### src/rtl/gpio_edge_ctrl.sv
module gpio_edge_ctrl #(
  parameter int NL = 32,
  parameter int DW = 32,
  parameter int AW = 4
) (
  input  logic          clk,
  input  logic          rst_n,
  input  logic          wr_en,
  input  logic          rd_en,
  input  logic [AW-1:0] addr,
  input  logic [DW-1:0] wdata,
  output logic [DW-1:0] rdata,
  input  logic [NL-1:0] pin_in,
  output logic [NL-1:0] pin_out,
  output logic [NL-1:0] pin_oe,
  output logic          irq
);
  localparam logic [AW-1:0] O_STAT = AW'(0);
  localparam logic [AW-1:0] O_EDIR = AW'(1);
  localparam logic [AW-1:0] O_REN  = AW'(2);
  localparam logic [AW-1:0] O_FEN  = AW'(3);
  localparam logic [AW-1:0] O_DATA = AW'(4);
  localparam logic [AW-1:0] O_DIR  = AW'(5);
  localparam logic [AW-1:0] O_POL  = AW'(6);
  localparam logic [AW-1:0] O_SET  = AW'(7);
  localparam logic [AW-1:0] O_CLR  = AW'(8);
  localparam logic [AW-1:0] O_TGL  = AW'(9);

  logic [NL-1:0] sy1, sy2, sy3;
  logic [NL-1:0] outr, dir, ren, fen, pol, pend, edir;
  logic [NL-1:0] lvl, prv, rhit, fhit, hit, clr, wd;

  assign wd   = wdata[NL-1:0];
  assign lvl  = sy2 ^ pol;
  assign prv  = sy3 ^ pol;
  assign rhit = lvl & ~prv & ren;
  assign fhit = ~lvl & prv & fen;
  assign hit  = rhit | fhit;
  assign clr  = (wr_en && addr == O_STAT) ? wd : '0;

  assign pin_out = outr;
  assign pin_oe  = dir;

  always_ff @(posedge clk or negedge rst_n) begin
    if (!rst_n) begin
      sy1 <= '0; sy2 <= '0; sy3 <= '0;
    end else begin
      sy1 <= pin_in; sy2 <= sy1; sy3 <= sy2;
    end
  end

  always_ff @(posedge clk or negedge rst_n) begin
    if (!rst_n) begin
      pend <= '0;
      edir <= '0;
      irq  <= 1'b0;
    end else begin
      pend <= (pend & ~clr) | hit;
      edir <= (edir & ~clr & ~hit) | rhit;
      irq  <= |pend;
    end
  end

  always_ff @(posedge clk or negedge rst_n) begin
    if (!rst_n) begin
      outr <= '0; dir <= '0; ren <= '0; fen <= '0; pol <= '0;
    end else if (wr_en) begin
      case (addr)
        O_REN:  ren  <= wd;
        O_FEN:  fen  <= wd;
        O_DATA: outr <= wd;
        O_DIR:  dir  <= wd;
        O_POL:  pol  <= wd;
        O_SET:  outr <= outr | wd;
        O_CLR:  outr <= outr & ~wd;
        O_TGL:  outr <= outr ^ wd;
        default: ;
      endcase
    end
  end

  always_comb begin
    rdata = '0;
    if (rd_en) begin
      case (addr)
        O_STAT: rdata[NL-1:0] = pend;
        O_EDIR: rdata[NL-1:0] = edir;
        O_REN:  rdata[NL-1:0] = ren;
        O_FEN:  rdata[NL-1:0] = fen;
        O_DATA: rdata[NL-1:0] = (outr & dir) | (lvl & ~dir);
        O_DIR:  rdata[NL-1:0] = dir;
        O_POL:  rdata[NL-1:0] = pol;
        default: ;
      endcase
    end
  end

  a_r2_set_forces_high: assert property (@(posedge clk) disable iff (!rst_n)
    (wr_en && addr == O_SET) |=> ((pin_out & $past(wd)) == $past(wd)));

  a_r2_clear_forces_low: assert property (@(posedge clk) disable iff (!rst_n)
    (wr_en && addr == O_CLR) |=> ((pin_out & $past(wd)) == '0));

  a_r4_r5_enabled_only: assert property (@(posedge clk) disable iff (!rst_n)
    1'b1 |=> ((pend & ~$past(pend) & ~$past(ren | fen)) == '0));

  a_r6_w1c_clears: assert property (@(posedge clk) disable iff (!rst_n)
    (wr_en && addr == O_STAT) |=> ((pend & $past(wd) & ~$past(hit)) == '0));

  a_r7_edge_wins: assert property (@(posedge clk) disable iff (!rst_n)
    (|hit) |=> ((pend & $past(hit)) == $past(hit)));

  a_r8_edir_within_pend: assert property (@(posedge clk) disable iff (!rst_n)
    (edir & ~pend) == '0);
endmodule

### config.mk
export PLATFORM = sky130hd
export DESIGN_NAME = gpio_edge_ctrl
export DESIGN_NICKNAME = d
export VERILOG_FILES = /design/src/rtl/gpio_edge_ctrl.sv
export SDC_FILE = /design/constraint.sdc
export NUM_CORES = 1
export LEC_CHECK = 0
export ABC_AREA = 1
export BUFFER_PORTS_ARGS = -buffer_cell sky130_fd_sc_hd__buf_4
export CORE_MARGIN = 3
export CORE_UTILIZATION = 50
export DETAILED_ROUTE_END_ITERATION = 10
export PLACE_DENSITY = 0.66
export SLEW_MARGIN = 5
export SYNTH_ARGS = -nofsm -noshare
export SYNTH_HDL_FRONTEND = slang
export SYNTH_SLANG_ARGS = --single-unit
### constraint.sdc
create_clock -name clk -period 1.3 [get_ports clk]
set_input_delay 0.13 -clock clk [delete_from_list [all_inputs] [get_ports clk]]
set_output_delay 0.13 -clock clk [all_outputs]
set_load 0.05 [all_outputs]
==> results of run 1 <==
==> routing by layer <==
metal  vias up  GRT usage  wire [um]
li1       7910          -          -
met1      8214      0.434      23600
met2       740      0.513      26600
met3       142     0.0433       4120
met4         0      0.105       1750
met5         -          0          0
==> power groups by stage <==
stage | combinational, mW | clock [mW] | sequential [mW]
2_1_floorplan | 4.10 | 0 | 15.0
3_3_place_gp | 9.23 | 0 | 13.6
3_5_place_dp | 9.46 | 0 | 13.7
4_1_cts | 11.4 | 11.1 | 13.6
5_1_grt | 12.9 | 11.5 | 14.0
6_report | 11.9 | 10.9 | 13.8
==> kinds of logic after synthesis <==
kind of cell,after synthesis
buffers and inverters,281
AND/OR/NAND/NOR,1156
flip-flops,321
AO/OA/AOI/OAI,276
XOR/XNOR,32
adder cells (fa/ha/maj),64
==> layout by cell type, fill, tap and decap left out, drive strengths merged, types with 32 or more instances in the layout <==
cell type / instances
a21oi: 32
buf: 482
clkbuf: 60
dfrtp: 321
dlygate4sd3: 46
ha: 64
inv: 167
nand2: 486
nand3: 417
nor2: 204
o21ai: 243
==> sequential cells by signal (all words and copies together) (netlist names) <==
register,cells
pend,32
edir,32
sy2,32
pol,32
pin_oe,32
irq,1
sy3,32
sy1,32
fen,32
ren,32
pin_out,32
==> repair_timing <==
item                       4_1_cts  5_1_grt
resized for setup              253      169
setup buffers                  106       56
setup endpoints to repair       83      121
hold endpoints to repair       373        0
pin swaps                      137       69
hold buffers                    46        0
==> area by class of cell <==
| cell class | count | area (sq um) |
|---|---|---|
| clock buffer | 60 | 1190 |
| clock inverter | 9 | 98.8 |
| fill | 2355 | 8340 |
| inverter | 167 | 628 |
| multi-input combinational | 1528 | 8400 |
| sequential | 321 | 8110 |
| tap | 442 | 553 |
| timing repair buffer | 528 | 5370 |
==> metrics by stage <==
stage          hold slack (ps)  power, mW
6_report                  18.0       36.6
5_1_grt                   14.9       38.4
3_3_place_gp             -4.70       22.9
3_5_place_dp             -6.77       23.1
2_1_floorplan             -166       19.1
4_1_cts                   4.84       36.1
==> final timing paths <==
path,slack (ps),end,startpoint,cells after the start
setup / recovery,-600,rdata[17],pol[17],7
hold / removal,20,pin_out[7],wdata[7],5
setup reg to reg,-270,pend[10],sy2[10],12
hold reg to reg,350,sy2[28],sy1[28],0
max in group asynchronous,610,pin_oe[20],rst_n,3
min in group asynchronous,50,fen[1],rst_n,2
==> critical path: cells and delay by family, from the launching register on <==
family / cells / cell delay, ps
AND/OR/NAND/NOR: 3 / 290
flip-flops: 1 / 420
AO/OA/AOI/OAI: 1 / 80
buffers and inverters: 3 / 450
==> flow_metrics.py, run 1 <==
metrics = {
    "yosys": {
        "synth_fp_nets": 2266,
        "synth_top_family_by_area": "simple AND/OR/NAND/NOR gates",
        "synth.most_common_cell": "nand2_1",
        "synth_adder_area_share": 0.0481,
        "synth_ff_type": "dfrtp_1",
        "syn_inst": 2130,
        "synth-async-reset-ratio": 1.00,
        "synth_common_cells": "nand2_1 (486), nand3_1 (416), dfrtp_1 (321), o21ai_0 (210), nor2_1 (202)",
        "synth_largest_area_cell": "dfrtp_1",
        "netlist_area_sq_um": 16600,
        "synth-edff-count": 0,
        "synth_cell_types": 23,
        "netlist.area_leader.share": 0.483,
        "yosys.area_share.simple": 0.302,
        "ys_warn_count": 0,
        "synth.avg_cell_area_sq_um": 7.82,
        "synthMuxAreaShare": 0,
        "ys_seq_elements": 321,
        "yosys-top-cells-area": "dfrtp_1 (48%), nand3_1 (13%), nand2_1 (11%)",
        "synth-compound-area-share": 0.0831,
        "synth_xor_area_frac": 0.0168,
        "ys_seq_area_frac": 0.483,
    },
    "cells_and_area": {
        "nets": 2720,
        "instances_no_fill": 3055,
        "syn_to_final_growth_pct": 46.3,
        "drive_above_1_share": 0.319,
        "antenna_cells": 0,
        "fin_area_sq_um": 24400,
        "post-route-util": 0.745,
    },
    "min_path": {
        "hold_path_class": "in2reg",
    },
    "timing": {
        "fmax_mhz": 527,
        "maxSlewHeadroom": 0.735,
        "finalSetupViolCount": 72,
        "worst_pin_slew_ps": 394,
        "hold_viol_final": 0,
        "clock_skew_ps": 15.1,
        "grt_setup_unrepaired": "yes",
        "finalCriticalPeriod_ps": 1900,
        "final.setup.tns_ps": -18950,
        "finalCritPeriodShare": 1.46,
        "slew_violations": 0,
        "fin_ws_ps": -597,
    },
    "clock_tree": {
        "clockBufferDepth": 3,
        "clock_sinks": 321,
        "cts_root_buf": "clkbuf_16",
        "clkLatencyLatePin_ps": 520,
        "cts_made_buffers": 38,
        "cts_max_level": 2,
        "cts_tree": "built",
        "clk_pin_slew_ps": 60,
    },
    "grt": {
        "grt_pass1_wl_um": 90400,
        "gr-total-overflow": 0,
        "antenna_found_initial": 0,
        "grt_pass1_vias": 17159,
        "grt_max_degree": 60,
        "grtUsageTotal": 0.314,
    },
    "status": {
        "status": "finished with violations",
        "violations": "negative setup slack",
    },
    "placement": {
        "dp_cells": 2843,
        "dpl.hpwl_um": 35300,
        "dp_slack_ps": -268,
        "gp_congestion": 0.871,
        "postPlaceCellArea_sq_um": 20600,
        "io_buffers": 168,
    },
    "drt": {
        "vias": 17006,
        "drtAntennaViolNets": 0,
        "finalWirelength_um": 56100,
        "drt_iter0_drc": 1350,
        "firstDrtPassIters": 8,
        "routed_via_density": 5.57,
        "drc": 0,
        "avgRoutedWirePerCell_um": 18.4,
    },
    "critical_path": {
        "path_cells": "buf_4 > buf_4 > nand3_1 > nand2_1 > nor2_2 > a21oi_4 > buf_6",
        "crit_type": "reg2out",
        "worst-endpoint-required_ps": 1170,
        "worst_path_most_repeated_cell": "buf_4",
        "critical_path.slowest_cell": "dfrtp_1",
        "endpoint_kind": "output port",
        "start_kind": "flop",
        "path_max_fanout": 4,
        "crit_path_max_incr_delay_ps": 420,
        "cp.arrival_ps": 1770,
    },
    "power_and_ir_drop": {
        "p_int_mw": 24.0,
        "leakage_nw": 11.6,
        "switchingPower_mw": 12.6,
        "power_frac_clock": 0.299,
        "p_per_area_nw_per_um2": 1500,
        "pwr-share-comb": 0.325,
        "pwr-share-seq": 0.376,
        "irDropWorstVdd_mv": 1.23,
        "switching_share": 0.344,
    },
    "floorplan": {
        "row_count": 66,
        "core_sq_um": 32700,
        "die_y_um": 188,
        "io_pins": 169,
        "fp.dieW_um": 188,
        "initial_core_util": 0.509,
        "fp.dieArea_sq_um": 35500,
    },
    "run": {
        "maxCapViolCount": 0,
    },
}
No activity file was read; power rests on OpenSTA's default activity.
==> run 2: changes to the inputs <==
--- a/config.mk
+++ b/config.mk
@@ -10,7 +10,7 @@
 export CORE_MARGIN = 3
 export CORE_UTILIZATION = 50
 export DETAILED_ROUTE_END_ITERATION = 10
-export PLACE_DENSITY = 0.66
+export PLACE_DENSITY_LB_ADDON = 0.2
 export SLEW_MARGIN = 5
 export SYNTH_ARGS = -nofsm -noshare
 export SYNTH_HDL_FRONTEND = slang
==> run 2 against run 1 <==
  * The run still ends with negative setup slack left
  * First-iteration DRC count rose by 8.0%
  * Cell area increased by 0.20%
  * Sequential share of layout area decreased by 0.072 points
  * Critical endpoint is now rdata[2]
==> flow_metrics.py, run 2 (synthesis results as in run 1) <==
metrics = {
    "status": {
        "status": "finished with violations",
        "violations": "negative setup slack",
    },
    "grt": {
        "grt_pass1_vias": 17620,
        "grt_pass1_wl_um": 91500,
        "grt_use_met2": 0.527,
        "top_usage_layer": "met2",
        "grt_max_degree": 60,
        "antenna_found_initial": 0,
        "use_met3": 0.0571,
        "met1_usage": 0.412,
        "gr-total-overflow": 0,
        "grtUsageTotal": 0.318,
    },
    "critical_path": {
        "cp.arrival_ps": 1780,
        "reg2regPathDepth": 12,
        "crit_path_max_incr_delay_ps": 430,
        "endpoint_kind": "output port",
        "critical_path.slowest_cell": "dfrtp_1",
        "timing.rr.start": "pol[26]",
        "worst_path_most_repeated_cell": "nor2_2",
        "start_kind": "flop",
        "crit_type": "reg2out",
        "worst-endpoint-required_ps": 1170,
        "reg2reg_setup_slack_ps": -370,
        "path_cells": "inv_1 > nand2_2 > nand2_2 > nor2_2 > nor2_2 > nor2_2 > a21oi_4 > buf_6",
        "path_max_fanout": 4,
        "r2r_end": "pend[26]",
    },
    "cells_and_area": {
        "nets": 2723,
        "instances_no_fill": 3056,
        "syn_to_final_growth_pct": 46.6,
        "fin_area_sq_um": 24400,
        "multi_input_area_sq_um": 8420,
        "post-route-util": 0.746,
        "regArea_sq_um": 8110,
        "mostFrequentLayoutCells": "nand2_1 (420), nand3_1 (400), buf_4 (287), dfrtp_1 (257), o21ai_0 (200)",
        "layout_commonest_cell": "nand2_1",
        "fillers": 2303,
        "drive_above_1_share": 0.323,
        "antenna_cells": 0,
    },
    "floorplan": {
        "row_count": 66,
        "io_pins": 169,
        "fp.dieArea_sq_um": 35500,
        "die_y_um": 188,
        "initial_core_util": 0.509,
        "fp.dieW_um": 188,
        "core_sq_um": 32700,
    },
    "clock_tree": {
        "clockBufferDepth": 3,
        "cts_tree": "built",
        "clock_sinks": 321,
        "cts_root_buf": "clkbuf_16",
        "cts_max_level": 2,
        "cts_made_buffers": 37,
        "clkLatencyLatePin_ps": 540,
        "clk_pin_slew_ps": 60,
    },
    "placement": {
        "postPlaceCellArea_sq_um": 20700,
        "dp_cells": 2859,
        "dpl.hpwl_um": 35400,
        "io_buffers": 168,
        "gp_congestion": 0.858,
    },
    "timing": {
        "finalSetupViolCount": 71,
        "grt_setup_unrepaired": "yes",
        "hold_ws_ps": 26.5,
        "fin_ws_ps": -609,
        "worst_pin_slew_ps": 392,
        "slew_violations": 0,
        "finalCritPeriodShare": 1.47,
        "clock_skew_ps": 22.6,
        "maxSlewHeadroom": 0.738,
        "finalCriticalPeriod_ps": 1910,
        "fmax_mhz": 524,
        "hold_viol_final": 0,
    },
    "power_and_ir_drop": {
        "power_mw": 37.0,
        "leakage_nw": 11.6,
        "p_int_mw": 24.3,
        "p_per_area_nw_per_um2": 1510,
        "irDropWorstVdd_mv": 1.61,
        "switchingPower_mw": 12.7,
        "power_frac_clock": 0.305,
        "pwr-share-seq": 0.373,
        "pwr-share-comb": 0.323,
        "switching_share": 0.343,
    },
    "run": {
        "maxCapViolCount": 0,
    },
    "min_path": {
        "min_path_cells": 3,
        "hp-start": "wdata[16]",
        "hold_path_class": "in2reg",
        "min_to": "pin_oe[16]",
    },
    "drt": {
        "routed_via_density": 5.68,
        "firstDrtPassIters": 6,
        "drt_iter0_drc": 1458,
        "avgRoutedWirePerCell_um": 18.7,
        "drtAntennaViolNets": 0,
        "drc": 0,
        "vias": 17356,
        "finalWirelength_um": 57100,
    },
}
run 2: cell types whose count changed in the layout (fill, tap and decap cells not counted), moves of 4 or more:
cell | before | now
clkinv_2 | 7 | 2
ha_2 | 2 | 6
o21ai_1 | 44 | 40
buf_4 | 273 | 287
nor2_1 | 156 | 147
clkbuf_8 | 14 | 9
buf_6 | 131 | 116
nor2_2 | 42 | 50
buf_8 | 35 | 41
run 2: per-layer routing:
layer | part of all wire | vias to the layer above | wire [um]
met5 | 0 | - | 0
met4 | 0.036 | 0 | 2070
met3 | 0.086 | 161 | 4930
met2 | 0.48 | 927 | 27400
met1 | 0.40 | 8351 | 22600
li1 | - | 7917 | -
run 2: worst max path at each step:
stage / start / end / slack (ps) / depth (start not counted)
floorplan: pin_out[0] / rdata[0] / -30 / 6
finish: pol[2] / rdata[2] / -610 / 8
detailed placement: addr[3] / pend[7] / -280 / 7
CTS: sy2[7] / rdata[7] / -550 / 8
global placement: addr[1] / rdata[17] / -280 / 8
global route: pol[13] / rdata[13] / -690 / 8
run 2: metrics by stage:
stage,setup TNS [ps],worst slack (ps)
2_1_floorplan,-913,-30.1
3_3_place_gp,-35560,-284
3_5_place_dp,-46210,-283
4_1_cts,-23450,-553
5_1_grt,-23200,-687
6_report,-19300,-609
run 2: area by class of cell:
class	count	area share
multi-input combinational	1528	0.345
inverter	167	0.0257
clock buffer	57	0.0464
tap	442	0.0227
clock inverter	9	0.00738
timing repair buffer	532	0.220
sequential	321	0.332
run 2: worst max-delay path: cells and delay by family, from the launching register on:
family | cells | cell delay (ps)
buffers and inverters | 2 | 270
flip-flops | 1 | 430
AO/OA/AOI/OAI | 1 | 160
AND/OR/NAND/NOR | 5 | 400
run 2: power by group through the flow:
stage / Clock [mW] / Combinational, mW / Sequential, mW
after detailed placement: 0 / 9.50 / 13.7
after global routing: 11.8 / 12.9 / 14.0
final: 11.3 / 11.9 / 13.8
after global placement: 0 / 9.23 / 13.6
after floorplan: 0 / 4.10 / 15.0
after CTS: 11.4 / 11.4 / 13.6
run 2: what timing repair did:
| item | 4_1_cts | 5_1_grt |
|---|---|---|
| resized for setup | 256 | 158 |
| buffers inserted | 102 | 47 |
| hold endpoints to repair | 282 | 0 |
| setup endpoints to repair | 97 | 106 |
| pin swaps | 136 | 72 |
| hold buffers | 46 | 0 |
==> run 3: changes to the inputs <==
--- a/config.mk
+++ b/config.mk
@@ -11,6 +11,7 @@
 export CORE_UTILIZATION = 50
 export DETAILED_ROUTE_END_ITERATION = 10
 export PLACE_DENSITY_LB_ADDON = 0.2
+export SETUP_SLACK_MARGIN = 0.3
 export SLEW_MARGIN = 5
 export SYNTH_ARGS = -nofsm -noshare
 export SYNTH_HDL_FRONTEND = slang
==> run 3 against run 2 <==
  * The flow still finishes with violations (negative setup slack)
  * Total power is 10% higher
  * First-iteration DRC count grew 66%
  * Critical endpoint is now rdata[29]
  * Count of clock-buffer cells in the layout is 4 lower
  * Critical path type unchanged
==> flow_metrics.py, run 3 (synthesis results as in run 1) <==
metrics = {
    "status": {
        "status": "finished with violations",
        "violations": "negative setup slack",
    },
    "floorplan": {
        "die_y_um": 188,
        "fp.dieW_um": 188,
        "core_sq_um": 32700,
        "fp.dieArea_sq_um": 35500,
        "io_pins": 169,
        "initial_core_util": 0.509,
        "row_count": 66,
    },
    "grt": {
        "grt_max_degree": 66,
        "grt_pass1_wl_um": 95600,
        "gr-total-overflow": 0,
        "antenna_found_initial": 1,
        "grtUsageTotal": 0.334,
        "grt_pass1_vias": 18397,
    },
    "power_and_ir_drop": {
        "power_mw": 40.7,
        "p_per_area_nw_per_um2": 1510,
        "irDropWorstVdd_mv": 1.41,
        "leakage_nw": 12.4,
    },
    "timing": {
        "finalSetupViolCount": 101,
        "slew_violations": 0,
        "worst_pin_slew_ps": 412,
        "fin_ws_ps": -667,
        "finalCritPeriodShare": 1.51,
        "maxSlewHeadroom": 0.723,
        "clock_skew_ps": 9.87,
        "hold_viol_final": 0,
        "finalCriticalPeriod_ps": 1970,
        "grt_setup_unrepaired": "yes",
        "fmax_mhz": 508,
    },
    "placement": {
        "io_buffers": 168,
        "gp_congestion": 0.916,
        "dpl.hpwl_um": 36000,
        "dp_slack_ps": -325,
    },
    "cells_and_area": {
        "post-route-util": 0.821,
        "antenna_cells": 0,
        "syn_to_final_growth_pct": 61.3,
        "drive_above_1_share": 0.404,
        "mostFrequentLayoutCells": "nand2_1 (388), nand3_1 (359), dfrtp_1 (254), buf_6 (244), buf_4 (229)",
        "layout_commonest_cell": "nand2_1",
        "nets": 2810,
    },
    "clock_tree": {
        "cts_root_buf": "clkbuf_16",
        "clock_sinks": 321,
        "cts_tree": "built",
        "cts_made_buffers": 38,
        "clockBufferDepth": 3,
        "cts_max_level": 2,
        "clkLatencyLatePin_ps": 520,
        "clk_pin_slew_ps": 60,
    },
    "min_path": {
        "hold_path_class": "in2reg",
    },
    "run": {
        "maxCapViolCount": 0,
    },
    "critical_path": {
        "reg2reg_setup_slack_ps": -510,
        "crit_type": "reg2out",
        "cp.arrival_ps": 1840,
        "worst-endpoint-required_ps": 1170,
        "endpoint_kind": "output port",
        "path_max_fanout": 2,
        "start_kind": "flop",
    },
    "drt": {
        "finalWirelength_um": 70900,
        "drt_iter0_drc": 2424,
        "routed_via_density": 6.12,
        "vias": 19260,
        "firstDrtPassIters": 8,
        "avgRoutedWirePerCell_um": 22.6,
        "drtAntennaViolNets": 0,
        "drc": 0,
    },
}
-- run 3: final timing paths --
path,start,end,cells after the start
setup reg to reg,pol[8],pend[8],13
hold reg to reg,sy1[18],sy2[18],0
max in group asynchronous,rst_n,sy2[27],4
hold / removal,wdata[3],ren[3],3
min in group asynchronous,rst_n,pin_out[29],2
setup / recovery,pend[29],rdata[29],6
-- run 3: critical path: stages, from the launching register on --
cell and delay (ps):
dfrtp_1 420, buf_4 150, nand3_1 100, nand2_1 80, nor2_1 290, a21oi_4 120, buf_6 160
-- run 3: per-stage QoR --
step	hold slack, ps	area [sq um]	std cells	setup TNS (ps)
after CTS	1.84	24800	3088	-24240
final	10.6	26900	3145	-30500
after floorplan	-166	17200	2130	-913
after detailed placement	-0.345	20600	2834	-46120
after global placement	2.42	20600	2834	-40170
after global routing	29.4	26900	3145	-34270
-- run 3: timing repair --
action	CTS	global route
buffers inserted	135	46
pin swaps	162	146
gates cloned	0	11
hold buffers	50	0
gates resized for setup	350	402
endpoints found under the setup margin	193	272
hold endpoints to repair	343	0
-- run 3: area by class of cell --
| cell class | instances | area, sq um |
|---|---|---|
| clock buffers | 53 | 1110 |
| clock inverters | 16 | 287 |
| fillers | 1795 | 5840 |
| inverters | 167 | 643 |
| multi-input cells | 1528 | 9440 |
| flip-flops and latches | 321 | 8120 |
| well taps | 442 | 553 |
| repair buffers | 618 | 6710 |
-- run 3: routing by layer --
layer,routed length [um],vias to the layer above,global-route usage
met4,5340,0,0.144
met5,0,-,0
met2,33500,1535,0.566
li1,-,8107,-
met3,7720,465,0.0590
met1,24400,9153,0.422
-- run 3: where the power goes --
group	internal, mW	switching, mW
sequential	12.0	2.01
combinational	6.81	7.88
clock	7.55	4.41
